===== src/rtl/sft_pkg.sv =====
package sft_pkg;

   typedef enum logic [1:0] {
      ST_IDLE = 2'd0,
      ST_LEAD = 2'd1,
      ST_DATA = 2'd2
   } seq_state_t;

   localparam int NUM_LEN_CODES = 6;

   // bits per element for a 3-bit length code; codes above 5 map to 32
   function automatic int code_len(input logic [2:0] code);
      case (code)
         3'd0:    return 8;
         3'd1:    return 12;
         3'd2:    return 16;
         3'd3:    return 20;
         3'd4:    return 24;
         default: return 32;
      endcase
   endfunction

endpackage


===== src/rtl/sft_strobe_sel.sv =====
module sft_strobe_sel (
   input  logic bit_rise,
   input  logic bit_fall,
   input  logic launch_fall,
   input  logic fsync,
   input  logic fs_low,
   output logic tick,
   output logic fs_hit
);

   assign tick   = launch_fall ? bit_fall : bit_rise;
   assign fs_hit = tick & (fsync ^ fs_low);

endmodule


===== src/rtl/sft_word_buf.sv =====
module sft_word_buf #(
   parameter int WORD_W = 32
) (
   input  logic              clk,
   input  logic              rst_n,
   input  logic              in_valid,
   input  logic [WORD_W-1:0] in_data,
   output logic              in_ready,
   input  logic              take,
   output logic [WORD_W-1:0] word,
   output logic              miss
);

   logic              hold_v;
   logic [WORD_W-1:0] hold_d;
   logic [WORD_W-1:0] last_d;
   logic              accept;

   assign in_ready = ~hold_v;
   assign accept   = in_valid & ~hold_v;
   assign word     = hold_v ? hold_d : last_d;
   assign miss     = take & ~hold_v;

   always_ff @(posedge clk or negedge rst_n) begin
      if (!rst_n) begin
         hold_v <= 1'b0;
         hold_d <= '0;
         last_d <= '0;
      end else begin
         if (take && hold_v) begin
            hold_v <= 1'b0;
            last_d <= hold_d;
         end
         if (accept) begin
            hold_v <= 1'b1;
            hold_d <= in_data;
         end
      end
   end

endmodule


===== src/rtl/sft_frame_seq.sv =====
module sft_frame_seq
   import sft_pkg::*;
#(
   parameter int CNT_W = 7,
   parameter int LEN_W = 6
) (
   input  logic             clk,
   input  logic             rst_n,
   input  logic             en,
   input  logic             tick,
   input  logic             fs_hit,
   input  logic             cfg_dual,
   input  logic             cfg_delay,
   input  logic             cfg_ignore,
   input  logic [CNT_W-1:0] cnt1,
   input  logic [CNT_W-1:0] cnt2,
   input  logic [LEN_W-1:0] len1,
   input  logic [LEN_W-1:0] len2,
   output logic             load,
   output logic             load_ph2,
   output logic             shift,
   output logic             zero,
   output logic             fault
);

   seq_state_t       state_q;
   logic             phase_q;
   logic [CNT_W-1:0] elem_q;
   logic [LEN_W-1:0] bit_q;
   logic             bits_done, elems_done, frame_end, busy, start;

   always_comb begin
      bits_done  = (bit_q == '0);
      elems_done = (elem_q == '0);
      frame_end  = (state_q == ST_DATA) && bits_done && elems_done && (phase_q || !cfg_dual);
      busy       = (state_q != ST_IDLE) && !frame_end;
      start      = fs_hit && (!busy || !cfg_ignore);
   end

   assign fault    = en && fs_hit && busy && !cfg_ignore;
   assign load     = en && tick &&
                     ((start && !cfg_delay) ||
                      (!start && state_q == ST_LEAD) ||
                      (!start && state_q == ST_DATA && bits_done && !frame_end));
   assign load_ph2 = !start && (state_q == ST_DATA) && (elems_done || phase_q);
   assign shift    = en && tick && !start && (state_q == ST_DATA) && !bits_done;
   assign zero     = !en || (tick && ((start && cfg_delay) ||
                     (!start && (state_q == ST_IDLE || frame_end))));

   always_ff @(posedge clk or negedge rst_n) begin
      if (!rst_n) begin
         state_q <= ST_IDLE;
         phase_q <= 1'b0;
         elem_q  <= '0;
         bit_q   <= '0;
      end else if (!en) begin
         state_q <= ST_IDLE;
         phase_q <= 1'b0;
         elem_q  <= '0;
         bit_q   <= '0;
      end else if (tick) begin
         if (start) begin
            phase_q <= 1'b0;
            elem_q  <= cnt1;
            if (cfg_delay) begin
               state_q <= ST_LEAD;
            end else begin
               state_q <= ST_DATA;
               bit_q   <= len1 - 1'b1;
            end
         end else begin
            case (state_q)
               ST_LEAD: begin
                  state_q <= ST_DATA;
                  bit_q   <= len1 - 1'b1;
               end
               ST_DATA: begin
                  if (frame_end) begin
                     state_q <= ST_IDLE;
                  end else if (bits_done) begin
                     if (elems_done) begin
                        phase_q <= 1'b1;
                        elem_q  <= cnt2;
                        bit_q   <= len2 - 1'b1;
                     end else begin
                        elem_q  <= elem_q - 1'b1;
                        bit_q   <= (phase_q ? len2 : len1) - 1'b1;
                     end
                  end else begin
                     bit_q <= bit_q - 1'b1;
                  end
               end
               default: state_q <= ST_IDLE;
            endcase
         end
      end
   end

endmodule


===== src/rtl/sft_shift_out.sv =====
module sft_shift_out
   import sft_pkg::*;
#(
   parameter int WORD_W = 32
) (
   input  logic              clk,
   input  logic              rst_n,
   input  logic              zero,
   input  logic              load,
   input  logic              shift,
   input  logic [2:0]        len_code,
   input  logic [WORD_W-1:0] word,
   output logic              sdo
);

   logic [WORD_W-1:0] cand [NUM_LEN_CODES];
   logic [WORD_W-1:0] aligned;
   logic [WORD_W-1:0] sreg;

   // one left-aligned copy of the word per length code
   for (genvar c = 0; c < NUM_LEN_CODES; c++) begin : g_align
      localparam int SH = WORD_W - code_len(3'(c));
      assign cand[c] = word << SH;
   end

   always_comb begin
      case (len_code)
         3'd0:    aligned = cand[0];
         3'd1:    aligned = cand[1];
         3'd2:    aligned = cand[2];
         3'd3:    aligned = cand[3];
         3'd4:    aligned = cand[4];
         default: aligned = cand[5];
      endcase
   end

   always_ff @(posedge clk or negedge rst_n) begin
      if (!rst_n) begin
         sdo  <= 1'b0;
         sreg <= '0;
      end else if (zero) begin
         sdo  <= 1'b0;
      end else if (load) begin
         sdo  <= aligned[WORD_W-1];
         sreg <= aligned << 1;
      end else if (shift) begin
         sdo  <= sreg[WORD_W-1];
         sreg <= sreg << 1;
      end
   end

endmodule


===== src/rtl/sft_dual_phase_tx.sv =====
module sft_dual_phase_tx
   import sft_pkg::*;
#(
   parameter int WORD_W = 32,
   parameter int CNT_W  = 7
) (
   input  logic              clk,
   input  logic              rst_n,
   input  logic              tx_en,
   input  logic [2:0]        cfg_wlen1,
   input  logic [2:0]        cfg_wlen2,
   input  logic [CNT_W-1:0]  cfg_cnt1,
   input  logic [CNT_W-1:0]  cfg_cnt2,
   input  logic              cfg_dual,
   input  logic              cfg_delay,
   input  logic              cfg_fs_ignore,
   input  logic              cfg_fs_low,
   input  logic              cfg_launch_fall,
   input  logic              bit_rise,
   input  logic              bit_fall,
   input  logic              fsync,
   input  logic              in_valid,
   input  logic [WORD_W-1:0] in_data,
   output logic              in_ready,
   output logic              sdo,
   output logic              sync_err,
   output logic              underrun
);

   localparam int LEN_W = $clog2(WORD_W) + 1;

   if (WORD_W < 32) begin : g_bad_word_w
      $error("sft_dual_phase_tx: WORD_W must be at least 32");
   end
   if (CNT_W < 1 || CNT_W > 16) begin : g_bad_cnt_w
      $error("sft_dual_phase_tx: CNT_W must be 1..16");
   end

   logic              tick, fs_hit;
   logic              load, load_ph2, shift, zero, fault, miss;
   logic [LEN_W-1:0]  len1, len2;
   logic [WORD_W-1:0] word;
   logic [2:0]        len_code;

   assign len1     = LEN_W'(code_len(cfg_wlen1));
   assign len2     = LEN_W'(code_len(cfg_wlen2));
   assign len_code = load_ph2 ? cfg_wlen2 : cfg_wlen1;

   sft_strobe_sel u_strobe (
      .bit_rise    (bit_rise),
      .bit_fall    (bit_fall),
      .launch_fall (cfg_launch_fall),
      .fsync       (fsync),
      .fs_low      (cfg_fs_low),
      .tick        (tick),
      .fs_hit      (fs_hit)
   );

   sft_frame_seq #(.CNT_W(CNT_W), .LEN_W(LEN_W)) u_seq (
      .clk        (clk),
      .rst_n      (rst_n),
      .en         (tx_en),
      .tick       (tick),
      .fs_hit     (fs_hit),
      .cfg_dual   (cfg_dual),
      .cfg_delay  (cfg_delay),
      .cfg_ignore (cfg_fs_ignore),
      .cnt1       (cfg_cnt1),
      .cnt2       (cfg_cnt2),
      .len1       (len1),
      .len2       (len2),
      .load       (load),
      .load_ph2   (load_ph2),
      .shift      (shift),
      .zero       (zero),
      .fault      (fault)
   );

   sft_word_buf #(.WORD_W(WORD_W)) u_buf (
      .clk      (clk),
      .rst_n    (rst_n),
      .in_valid (in_valid),
      .in_data  (in_data),
      .in_ready (in_ready),
      .take     (load),
      .word     (word),
      .miss     (miss)
   );

   sft_shift_out #(.WORD_W(WORD_W)) u_shift (
      .clk      (clk),
      .rst_n    (rst_n),
      .zero     (zero),
      .load     (load),
      .shift    (shift),
      .len_code (len_code),
      .word     (word),
      .sdo      (sdo)
   );

   always_ff @(posedge clk or negedge rst_n) begin
      if (!rst_n) begin
         sync_err <= 1'b0;
         underrun <= 1'b0;
      end else if (!tx_en) begin
         sync_err <= 1'b0;
         underrun <= 1'b0;
      end else begin
         if (fault) sync_err <= 1'b1;
         if (miss)  underrun <= 1'b1;
      end
   end

endmodule


===== config.mk =====
export PLATFORM = sky130hd
export DESIGN_NAME = sft_dual_phase_tx
export DESIGN_NICKNAME = d
export VERILOG_FILES = /design/src/rtl/sft_pkg.sv /design/src/rtl/sft_strobe_sel.sv /design/src/rtl/sft_word_buf.sv /design/src/rtl/sft_frame_seq.sv /design/src/rtl/sft_shift_out.sv /design/src/rtl/sft_dual_phase_tx.sv
export SDC_FILE = /design/constraint.sdc
export NUM_CORES = 1
export LEC_CHECK = 0
export ABC_CLOCK_PERIOD_IN_PS = 4700
export BUFFER_PORTS_ARGS = -buffer_cell sky130_fd_sc_hd__buf_4
export CAP_MARGIN = 20
export CORE_MARGIN = 2
export CORE_UTILIZATION = 35
export CTS_CLUSTER_DIAMETER = 100
export CTS_CLUSTER_SIZE = 25
export DETAILED_ROUTE_END_ITERATION = 8
export GPL_TIMING_DRIVEN = 0
export PLACE_DENSITY = 0.58
export SLEW_MARGIN = 30
export SYNTH_ARGS = -nofsm -noshare
export SYNTH_HDL_FRONTEND = slang
export SYNTH_HIERARCHICAL = 1
export SYNTH_SLANG_ARGS = --single-unit

===== constraint.sdc =====
create_clock -name clk -period 4.7 [get_ports clk]
set_input_delay 0.94 -clock clk [delete_from_list [all_inputs] [get_ports clk]]
set_output_delay 0.94 -clock clk [all_outputs]
set_load 0.05 [all_outputs]

==> out/results.ini <==
[floorplan]
die_h_um=147.5
dieArea_um2=21770
core_um2=20230
fp.dieW_um=147.5
start_util_pct=35.64
pin_count=68
row_count=52

[timing]
max-slew-margin-rel_pct=48.12
final.setup.tns_ns=0
timing.final.ws_setup_ns=0.5147
finalCritPeriodShare_pct=89.05
holdWs_ns=0.4084
finalSetupViolCount=0
finalClockSkew_ns=0.008508
tightest_slew_ns=0.7748
hold_viol=0
slew_viol_final=0
fin_crit_ns=4.185
rsz0062_at_grt=no
fmaxAchievable_mhz=238.9

[logic_synthesis]
synth_ff_type=dfrtp_1
synth_area_leaders=dfrtp_1 (40%), mux2_2 (12%), mux2_4 (6.5%)
synth_area_leader_cell=dfrtp_1
yosysWarnings=6
async_reset_ff_share_pct=100.0
synth_area_um2=7211
netlist.area_leader.share_pct=39.91
synth_seq_area_share_pct=39.91
synthDistinctLibCells=77
avgSynthCellArea_um2=10.60
ys_ff_latch=115
synth_edf_count=0
syn_inst=680

[placement]
dpl_worst_slack_ns=0.5830
dp.cells=1029
gp_congestion=0.9485
io_buffers=67
hpwl_mm=13.87

[route]
first_pass_iters=5
drc_errors=0
wl_per_cell_um=18.29
first_iter_violations=435
drtAntennaViolNets=0
vias=5824
totalWireLength_mm=19.40
drt-vias-per-instance=5.489

[clock_network]
cts_buffers=17
ctsHtreeMaxLevel=4
clk_latency_ns=0.42
cts_setup_buffers=0
clock_sinks=115
cts_root_buffer=clkbuf_16
clock_path_buffers=2
cts_tree=done
cts_resized=0
ctsHoldBuffers=0
clkTransAtPathRegs_ns=0.05

[critical_path]
worstSetupEndpointType=flip-flop
cp_data_arrival_time_ns=4.51
path_class=flip-flop to flip-flop
start_kind=flip-flop
r2r_slack_ns=0.51
r2r_end=u_shift/sreg[16]
reg2regPathDepth=14
required_ns=5.03
r2r_start=u_seq/elem_q[0]
crit_path_max_fanout=10

[layout]
mostFrequentLayoutCells=dfrtp_1 (115), buf_4 (77), mux2_2 (76), nand2_1 (51), o21ai_0 (40)
antenna_cells=0
final_common_cell=dfrtp_1
num-fill-cells=1991
syn2layout_area_growth_pct=21.46
nNetsFinal=848
drive_above_1_share_pct=33.50
finalNonFillerCells=1061

[power_and_ir_drop]
finalPower_mw=5.100
power_per_cell_area_nw_per_um2=582.2
leakage_nw=3.839
ir_drop_mv=0.2891

[grt]
grt_pass1_vias=5800
gr-total-overflow=0
grt_pass1_wl_mm=31.55
grt_max_degree=73
grt_usage_pct=18.43
antenna_found_initial=0

[job]
drv_cap=0

[min_path]
min_path_type=primary input to async pin

[status]
outcome=completed

logic make-up after synthesis:
kind of cell	count (synthesis)	synth area share, %
xor gates and xnor gates	11	1.336
muxes	135	22.44
and+or+nand+nor	165	11.50
DFF	115	39.91
buffers and inverters	61	4.772
other	1	0.05201
adders and majority gates	6	1.041
AOI/OAI and AO/OA	186	18.95
report_power, final:
group | total [mW] | switching, mW | leakage (nW) | internal, mW
logic | 2.12 | 1.08 | 2.11 | 1.04
clock network | 1.37 | 0.472 | 0.297 | 0.902
registers | 1.61 | 0.248 | 1.43 | 1.36
total | 5.10 | 1.80 | 3.84 | 3.30
final cells by class:
cell class | instances | area, µm² | area share, %
multi-input cells | 515 | 4035 | 46.07
flip-flops and latches | 115 | 2878 | 32.86
repair buffers | 68 | 538.0 | 6.143
clock buffers | 20 | 446.7 | 5.100
well taps | 270 | 337.8 | 3.857
plain buffers | 43 | 276.5 | 3.157
clock inverters | 12 | 178.9 | 2.043
inverters | 18 | 67.56 | 0.7714
synthesized netlist by cell type (6+ instances only):
cell	n
inv_1	18
buf_6	7
nand2_1	51
buf_4	11
a22oi_1	10
nor2b_1	15
a22o_1	16
dfrtp_1	115
buf_2	17
o22ai_1	7
nor3_1	15
clkbuf_1	8
o22a_1	6
a21oi_1	20
o21ai_0	40
nor2_1	38
o211ai_1	9
mux2_4	31
mux2i_1	24
mux2_2	76
nand3_1	9
xor2_1	6
a221oi_1	8
a2bb2oi_1	10
ha_1	6
registers in the layout (all words and copies together), names as in the netlist:
signal and cells:
u_seq/phase_q 1, u_seq/state_q 2, underrun 1, u_shift/sdo 1, u_seq/bit_q 6, u_shift/sreg 31, sync_err 1, u_buf/hold_v 1
u_seq/elem_q 7, u_buf/last_d 32, u_buf/hold_d 32
worst max-delay path by stage:
stage | depth (start not counted) | to | slack [ns] | start
after global routing | 14 | u_shift/sreg[15] | 0.16 | u_seq/elem_q[0]
after detailed placement | 14 | u_shift/sreg[15] | 0.58 | u_seq/elem_q[0]
after floorplan | 13 | u_shift/sreg[24] | 1.39 | cfg_dual
final | 14 | u_shift/sreg[16] | 0.51 | u_seq/elem_q[0]
after global placement | 14 | u_shift/sreg[15] | 0.1 | u_seq/elem_q[0]
after CTS | 14 | u_shift/sreg[16] | 0.56 | u_seq/elem_q[0]
critical path: stages (launching register included):
cell,delay [ns]
dfrtp_1,0.38
inv_1,0.09
ha_1,0.19
nor3b_2,0.41
o2111ai_1,0.28
o21ai_2,0.26
and2_1,0.20
buf_4,0.19
nor3_1,0.08
nor3b_2,0.67
inv_1,0.22
a21oi_1,0.29
clkbuf_1,0.47
o21ai_0,0.17
o21ai_0,0.18
layer usage:
layer  vias to the layer above  global-route usage [%]  part of all wire (%)
met5                         -                       0                     0
met2                       256                   28.79                    45
met1                      2809                   25.20                    46
met4                         0                   7.163                   2.7
li1                       2716                       -                     -
met3                        43                   3.735                   6.4
metrics by stage:
step	cell area, µm²	utilization, %
after CTS	8758	43.28
after global routing	8758	43.28
after detailed placement	8133	40.19
final	8758	43.28
after global placement	8093	40.00
after floorplan	7252	-
(Power assumes the default switching activity.)
